## src/rtl/llsc_pkg.sv

```systemverilog
package llsc_pkg;
  // command codes carried in the 3-bit packet-type field
  localparam logic [2:0] PT_LOAD_LINKED = 3'd6;
  localparam logic [2:0] PT_STORE_COND  = 3'd3;
endpackage

```

## src/rtl/llsc_cmp.sv

```systemverilog
module llsc_cmp #(
  parameter int N     = 8,
  parameter int WA_W  = 30,
  parameter int KEY_W = 32
) (
  input  logic [N-1:0][WA_W-1:0]  ent_addr,
  input  logic [N-1:0][KEY_W-1:0] ent_key,
  input  logic [WA_W-1:0]         chk_w,
  input  logic [KEY_W-1:0]        chk_k,
  input  logic [WA_W-1:0]         sc_w,
  input  logic [KEY_W-1:0]        sc_k,
  input  logic [WA_W-1:0]         ll_w,
  input  logic [WA_W-1:0]         lo_w,
  input  logic [WA_W-1:0]         hi_w,
  output logic [N-1:0]            chk_eq,
  output logic [N-1:0]            sc_eq,
  output logic [N-1:0]            ll_eq,
  output logic [N-1:0]            in_rng
);
  // one comparator set per entry, all evaluated in parallel
  for (genvar e = 0; e < N; e++) begin : g_ent
    assign chk_eq[e] = (ent_addr[e] == chk_w) && (ent_key[e] == chk_k);
    assign sc_eq[e]  = (ent_addr[e] == sc_w)  && (ent_key[e] == sc_k);
    assign ll_eq[e]  = (ent_addr[e] == ll_w);
    assign in_rng[e] = (ent_addr[e] >= lo_w) && (ent_addr[e] <= hi_w);
  end
endmodule

```

## src/rtl/llsc_victim.sv

```systemverilog
module llsc_victim #(
  parameter int N     = 8,
  parameter int IDX_W = 3
) (
  input  logic [N-1:0]     live,
  input  logic [N-1:0]     hit,
  input  logic [IDX_W-1:0] rr,
  output logic [IDX_W-1:0] sel,
  output logic             evict
);
  always_comb begin
    sel   = rr;
    evict = 1'b0;
    if (|hit) begin
      for (int i = N - 1; i >= 0; i--)
        if (hit[i]) sel = IDX_W'(i);
    end else if (!(&live)) begin
      for (int i = N - 1; i >= 0; i--)
        if (!live[i]) sel = IDX_W'(i);
    end else begin
      evict = 1'b1;
    end
  end
endmodule

```

## src/rtl/llsc_resv_table.sv

```systemverilog
module llsc_resv_table #(
  parameter int ADDR_W         = 32,
  parameter int KEY_W          = 32,
  parameter int ENTRIES        = 8,
  parameter int BYTES_PER_WORD = 4,
  parameter int WCNT_W         = 4
) (
  input  logic              clk,
  input  logic              rst,
  input  logic              rd_req,
  input  logic [2:0]        rd_pkt_type,
  input  logic [ADDR_W-1:0] rd_addr,
  input  logic              rd_last,
  output logic              rd_ack,
  output logic [KEY_W-1:0]  rd_key,
  input  logic              chk_req,
  input  logic [ADDR_W-1:0] chk_addr,
  input  logic [KEY_W-1:0]  chk_key,
  output logic              chk_ack,
  output logic              chk_ok,
  input  logic              sc_req,
  input  logic [2:0]        sc_pkt_type,
  input  logic [ADDR_W-1:0] sc_addr,
  input  logic [KEY_W-1:0]  sc_key,
  output logic              sc_ack,
  output logic              sc_ok,
  input  logic              wr_req,
  input  logic [ADDR_W-1:0] wr_addr,
  input  logic [WCNT_W-1:0] wr_count,
  output logic              wr_ack
);
  import llsc_pkg::*;

  localparam int SHIFT = $clog2(BYTES_PER_WORD);
  localparam int WA_W  = ADDR_W - SHIFT;
  localparam int IDX_W = (ENTRIES > 1) ? $clog2(ENTRIES) : 1;
  localparam logic [IDX_W-1:0] LAST_IDX = IDX_W'(ENTRIES - 1);

  function automatic logic [WA_W-1:0] word_of(input logic [ADDR_W-1:0] a);
    return WA_W'(a >> SHIFT);
  endfunction

  // entry state
  logic [ENTRIES-1:0]             valid_q;
  logic [ENTRIES-1:0][WA_W-1:0]   addr_q;
  logic [ENTRIES-1:0][KEY_W-1:0]  key_q;
  logic [KEY_W-1:0]               kcnt_q;
  logic [IDX_W-1:0]               rr_q;
  logic                           ll_done_q;

  // query words
  logic [WA_W-1:0] chk_w, sc_w, ll_w, lo_w, hi_w;
  assign chk_w = word_of(chk_addr);
  assign sc_w  = word_of(sc_addr);
  assign ll_w  = word_of(rd_addr);
  assign lo_w  = word_of(wr_addr);
  assign hi_w  = word_of(wr_addr + (ADDR_W'(wr_count) << SHIFT));

  logic [ENTRIES-1:0] chk_eq, sc_eq, ll_eq, in_rng;

  llsc_cmp #(.N(ENTRIES), .WA_W(WA_W), .KEY_W(KEY_W)) u_cmp (
    .ent_addr(addr_q), .ent_key(key_q),
    .chk_w(chk_w), .chk_k(chk_key),
    .sc_w(sc_w), .sc_k(sc_key),
    .ll_w(ll_w), .lo_w(lo_w), .hi_w(hi_w),
    .chk_eq(chk_eq), .sc_eq(sc_eq), .ll_eq(ll_eq), .in_rng(in_rng)
  );

  // same-cycle ordering: invalidate, then check/commit, then load-linked
  logic               ll_cmd, ll_touch, sc_cmd;
  logic [ENTRIES-1:0] kill, live1, chk_hit, sc_hit, live2, ll_hit, valid_d;
  logic [IDX_W-1:0]   vsel;
  logic               v_evict;

  llsc_victim #(.N(ENTRIES), .IDX_W(IDX_W)) u_victim (
    .live(live2), .hit(ll_hit), .rr(rr_q), .sel(vsel), .evict(v_evict)
  );

  always_comb begin
    ll_cmd   = rd_req && (rd_pkt_type == PT_LOAD_LINKED);
    ll_touch = ll_cmd && !ll_done_q;
    sc_cmd   = sc_req && (sc_pkt_type == PT_STORE_COND);
    kill     = wr_req ? in_rng : '0;
    live1    = valid_q & ~kill;
    chk_hit  = live1 & chk_eq;
    sc_hit   = sc_cmd ? (live1 & sc_eq) : '0;
    live2    = live1 & ~sc_hit;
    ll_hit   = live2 & ll_eq;
    valid_d  = live2;
    if (ll_touch) valid_d[vsel] = 1'b1;
  end

  always_ff @(posedge clk) begin
    if (rst) begin
      valid_q   <= '0;
      kcnt_q    <= '0;
      rr_q      <= '0;
      ll_done_q <= 1'b0;
      rd_ack    <= 1'b0;
      rd_key    <= '0;
      chk_ack   <= 1'b0;
      chk_ok    <= 1'b0;
      sc_ack    <= 1'b0;
      sc_ok     <= 1'b0;
      wr_ack    <= 1'b0;
    end else begin
      valid_q <= valid_d;
      if (ll_touch) begin
        kcnt_q <= kcnt_q + KEY_W'(1);
        rd_key <= kcnt_q;
      end
      if (ll_touch && v_evict)
        rr_q <= (rr_q == LAST_IDX) ? '0 : rr_q + IDX_W'(1);
      if (ll_cmd) ll_done_q <= !rd_last;
      rd_ack  <= ll_cmd;
      chk_ack <= chk_req;
      chk_ok  <= chk_req && (|chk_hit);
      sc_ack  <= sc_req;
      sc_ok   <= |sc_hit;
      wr_ack  <= wr_req;
    end
  end

  // payload storage, no reset
  always_ff @(posedge clk) begin
    if (ll_touch) begin
      addr_q[vsel] <= ll_w;
      key_q[vsel]  <= kcnt_q;
    end
  end

  // a replayed load-linked leaves the key counter alone
  p_replay_hold_r3: assert property (@(posedge clk) disable iff (rst)
    (ll_cmd && ll_done_q) |=> (kcnt_q == $past(kcnt_q)));

  // a touching load-linked returns the pre-increment counter value
  p_key_step_r4: assert property (@(posedge clk) disable iff (rst)
    ll_touch |=> (rd_key == $past(kcnt_q)) && (kcnt_q == $past(kcnt_q) + KEY_W'(1)));

  // no two live entries ever share a word address
  p_addr_unique_r9: assert property (@(posedge clk) disable iff (rst)
    $onehot0(valid_q & ll_eq));

  // when not evicting and not overwriting, the chosen slot is free
  p_free_first_r10: assert property (@(posedge clk) disable iff (rst)
    (ll_touch && !(|ll_hit) && !v_evict) |-> !live2[vsel]);

  // eviction happens only with a full table and uses the pointer
  p_evict_full_r10: assert property (@(posedge clk) disable iff (rst)
    (ll_touch && v_evict) |-> ((&live2) && (vsel == rr_q)));
endmodule

```

## config.mk

```make
export PLATFORM = sky130hd
export DESIGN_NAME = llsc_resv_table
export DESIGN_NICKNAME = d
export VERILOG_FILES = /design/src/rtl/llsc_pkg.sv /design/src/rtl/llsc_cmp.sv /design/src/rtl/llsc_victim.sv /design/src/rtl/llsc_resv_table.sv
export SDC_FILE = /design/constraint.sdc
export NUM_CORES = 2
export LEC_CHECK = 0
export BUFFER_PORTS_ARGS = -buffer_cell sky130_fd_sc_hd__buf_2
export CAP_MARGIN = 10
export CORE_MARGIN = 1
export CORE_UTILIZATION = 35
export CTS_BUF_LIST = sky130_fd_sc_hd__clkbuf_8
export DETAILED_ROUTE_END_ITERATION = 10
export PLACE_DENSITY = 0.54
export REMOVE_ABC_BUFFERS = 1
export SYNTH_ARGS = -nofsm -noshare
export SYNTH_HDL_FRONTEND = slang
export SYNTH_SLANG_ARGS = --single-unit
export TNS_END_PERCENT = 5
```

## constraint.sdc

```tcl
create_clock -name clk -period 12.2 [get_ports clk]
set_input_delay 0.61 -clock clk [delete_from_list [all_inputs] [get_ports clk]]
set_output_delay 0.61 -clock clk [all_outputs]
set_load 0.02 [all_outputs]
```

==> flow_metrics.py <==
metrics = {
    "sta": {
        "drv_slew": 3,
        "rsz0062_at_grt": "no",
        "hold_ws_ps": 43.9,
        "hold_violations": 0,
        "tightest_slew_ps": 1520,
        "skew_ps": 89.8,
        "setup_viol_count_final": 0,
        "setup_tns_ps": 0,
        "period_share": 0.707,
        "worst_slack_ps": 3570,
        "relSlewSlack": -0.0202,
        "max_freq_mhz": 116,
        "period_needed_ps": 8630,
    },
    "logic_synthesis": {
        "synth_simple_gate_area_share": 0.155,
        "seq_area_frac_synth": 0.365,
        "synthXorXnorAreaFrac": 0.249,
        "syn_inst": 4388,
        "synth-async-reset-ratio": 0,
        "ys.flop_type": "edfxtp_1",
        "synth-seq-cells": 578,
        "netlist_area_mm2": 0.0453,
        "avgSynthCellArea_um2": 10.3,
        "muxShareOfSynthArea": 0.000691,
        "synth-compound-area-share": 0.0739,
        "synth_top_family_by_area": "XOR/XNOR gates",
        "ys_types": 90,
        "synthAdderAreaFrac": 0.133,
        "ys_warn_count": 0,
        "synth-edff-count": 496,
    },
    "critical_path": {
        "arrival_ps": 9160,
        "worst-r2r-cell-count": 12,
        "crit_type": "input port to register",
        "slowest_stage": "nor2b_4",
        "crit_end": "key_q[181]$_DFFE_PP_",
        "crit_start": "wr_addr[2]",
        "cp_max_fo": 25,
        "cp-end-kind": "register",
        "worst_setup_path_start_kind": "input port",
        "r2r_end": "key_q[181]$_DFFE_PP_",
        "cp.depth": 27,
        "worstPathRequired_ps": 12730,
        "crit_buf_inv": 5,
        "ff2ff_setup_slack_ps": 4750,
        "critical-path-max-stage-delay_ps": 720,
        "r2r_start": "key_q[8]$_DFFE_PP_",
        "crit_top_cell": "buf_4",
        "crit_family": "simple AND/OR/NAND/NOR gates",
    },
    "route": {
        "num_vias": 44400,
        "wl_per_cell_um": 52.8,
        "dr.pass1.iters": 6,
        "viasPerCell": 6.71,
        "drt-initial-drc-count": 6419,
        "drcViolationCount": 0,
        "postRouteAntennaNets": 0,
        "totalWireLength_um": 349000,
    },
    "clock_network": {
        "clk_path_buf_depth": 3,
        "numCtsBuffers": 113,
        "htreeDepth": 3,
        "clkLatencyLatePin_ps": 940,
        "root_buffer": "clkbuf_8",
        "clkTransAtPathRegs_ps": 60,
        "clkSinkCount": 578,
        "post_cts_resized": 0,
        "cts_tree": "done",
    },
    "layout": {
        "area_delta_synth_final_pct": 15.2,
        "layout.cells.non_filler": 6608,
        "drive_above_1_share": 0.139,
        "design_area_mm2": 0.0522,
        "fin_nets": 5453,
    },
    "placement": {
        "dp_worst_setup_slack_ps": 2670,
        "portBuffers": 238,
        "dp_cells": 6371,
        "placed_cell_area_mm2": 0.0497,
        "dp_hpwl_um": 260000,
        "gp_congestion": 1.16,
    },
    "global_routing": {
        "grt_usage": 0.522,
        "grt_pass1_wl_um": 435000,
        "grt_overflow": 0,
        "grt_max_degree": 64,
        "antenna_found_initial": 33,
        "grt_pass1_vias": 41000,
    },
    "status": {
        "status": "finished, violations left",
        "violations": "capacitance limit, slew limit",
    },
    "floorplan": {
        "die_w_um": 362,
        "start_util": 0.354,
        "num_rows": 131,
        "fp.dieH_um": 362,
        "die-area_mm2": 0.131,
        "ios": 247,
        "core_area_mm2": 0.128,
    },
    "power": {
        "irDropWorstVdd_mv": 0.101,
        "power.density_mw_per_mm2": 104,
        "p_leak_uw": 0.0193,
    },
    "hold_path": {
        "min_path_type": "input port to register",
    },
    "run": {
        "maxCapViolCount": 1,
    },
}
==> synthesized netlist by cell type (77+ instances only) <==
cell type / number / area [um^2]
xnor2_1: 669 / 5860
xor2_1: 616 / 5400
edfxtp_1: 496 / 14900
ha_1: 479 / 5990
nand4_1: 318 / 1990
nor4_1: 242 / 1510
nand2_1: 219 / 822
a21oi_1: 181 / 906
clkbuf_1: 164 / 616
nor2_1: 147 / 552
o21ai_0: 101 / 505
nand3_1: 84 / 420
dfxtp_1: 82 / 1640
inv_1: 77 / 289
==> cell usage in the layout, fill, tap and decap left out, types with 181 or more instances in the layout <==
cell	count
nand2_1	219
nand4_1	318
xor2_1	616
buf_2	237
ha_1	479
xnor2_1	659
edfxtp_1	496
nor4_1	232
a21oi_1	181
buf_4	200
==> area by class of cell <==
| cell class | count | area [um^2] |
|---|---|---|
| fill | 12700 | 75800 |
| multi-input combinational | 3548 | 27900 |
| sequential | 578 | 16500 |
| timing repair buffer | 446 | 2820 |
| tap | 1729 | 2160 |
| clock buffer | 120 | 1650 |
| clock inverter | 90 | 736 |
| inverter | 77 | 289 |
| antenna | 20 | 50.0 |
==> metal layers <==
| layer | track usage | vias up | wire length [um] |
|---|---|---|---|
| met3 | 0.228 | 1399 | 43800 |
| met4 | 0.521 | 10 | 43500 |
| met5 | 0.000370 | - | 66 |
| li1 | - | 17100 | - |
| met1 | 0.574 | 22100 | 123000 |
| met2 | 0.738 | 3789 | 139000 |
==> metrics by stage <==
step | power, uW | util
6_report | 5410 | 0.407
5_1_grt | 5480 | 0.407
4_1_cts | 5330 | 0.407
3_5_place_dp | 3160 | 0.388
3_3_place_gp | 3150 | 0.388
2_1_floorplan | 2600 | -
==> flip-flops by register name, indices dropped and copies added (netlist names), 3 cells and up <==
register / cells
key_q: 256
rr_q: 3
valid_q: 8
addr_q: 240
kcnt_q: 32
rd_key: 32
==> where the power goes <==
group | switching, uW | leakage [uW] | internal (uW)
Clock | 1070 | 0.00132 | 1150
Combinational | 755 | 0.0126 | 284
Sequential | 11.0 | 0.00533 | 2140
Total | 1840 | 0.0193 | 3570
==> kinds of logic (layout without fill, tap and decap cells) <==
group	Yosys count	count (layout)
AO/OA/AOI/OAI	525	525
XOR/XNOR	1286	1286
adder cells (fa/ha/maj)	480	480
buffers and inverters	262	733
flip-flops	578	578
multiplexers	3	3
other	0	20
AND/OR/NAND/NOR	1254	1254
==> repair_timing <==
action                                 4_1_cts  5_1_grt
hold buffers                                 2        0
endpoints found under the hold margin        2        0
buffers inserted                             0        0
==> how the worst min path moves through the flow <==
| stage | from | end | slack (ps) | cells after the start |
|---|---|---|---|---|
| after floorplan | rr_q[1]$_SDFFE_PP0P_ | rr_q[1]$_SDFFE_PP0P_ | 450 | 2 |
| after global placement | rd_key[1]$_SDFFE_PP0P_ | rd_key[1]$_SDFFE_PP0P_ | 440 | 2 |
| after detailed placement | rd_key[4]$_SDFFE_PP0P_ | rd_key[4]$_SDFFE_PP0P_ | 450 | 2 |
| after CTS | chk_req | chk_ack$_SDFF_PP0_ | 6 | 2 |
| after global routing | chk_req | chk_ack$_SDFF_PP0_ | 20 | 2 |
| final | chk_req | chk_ack$_SDFF_PP0_ | 40 | 2 |
No activity file was read; power rests on OpenSTA's default activity.
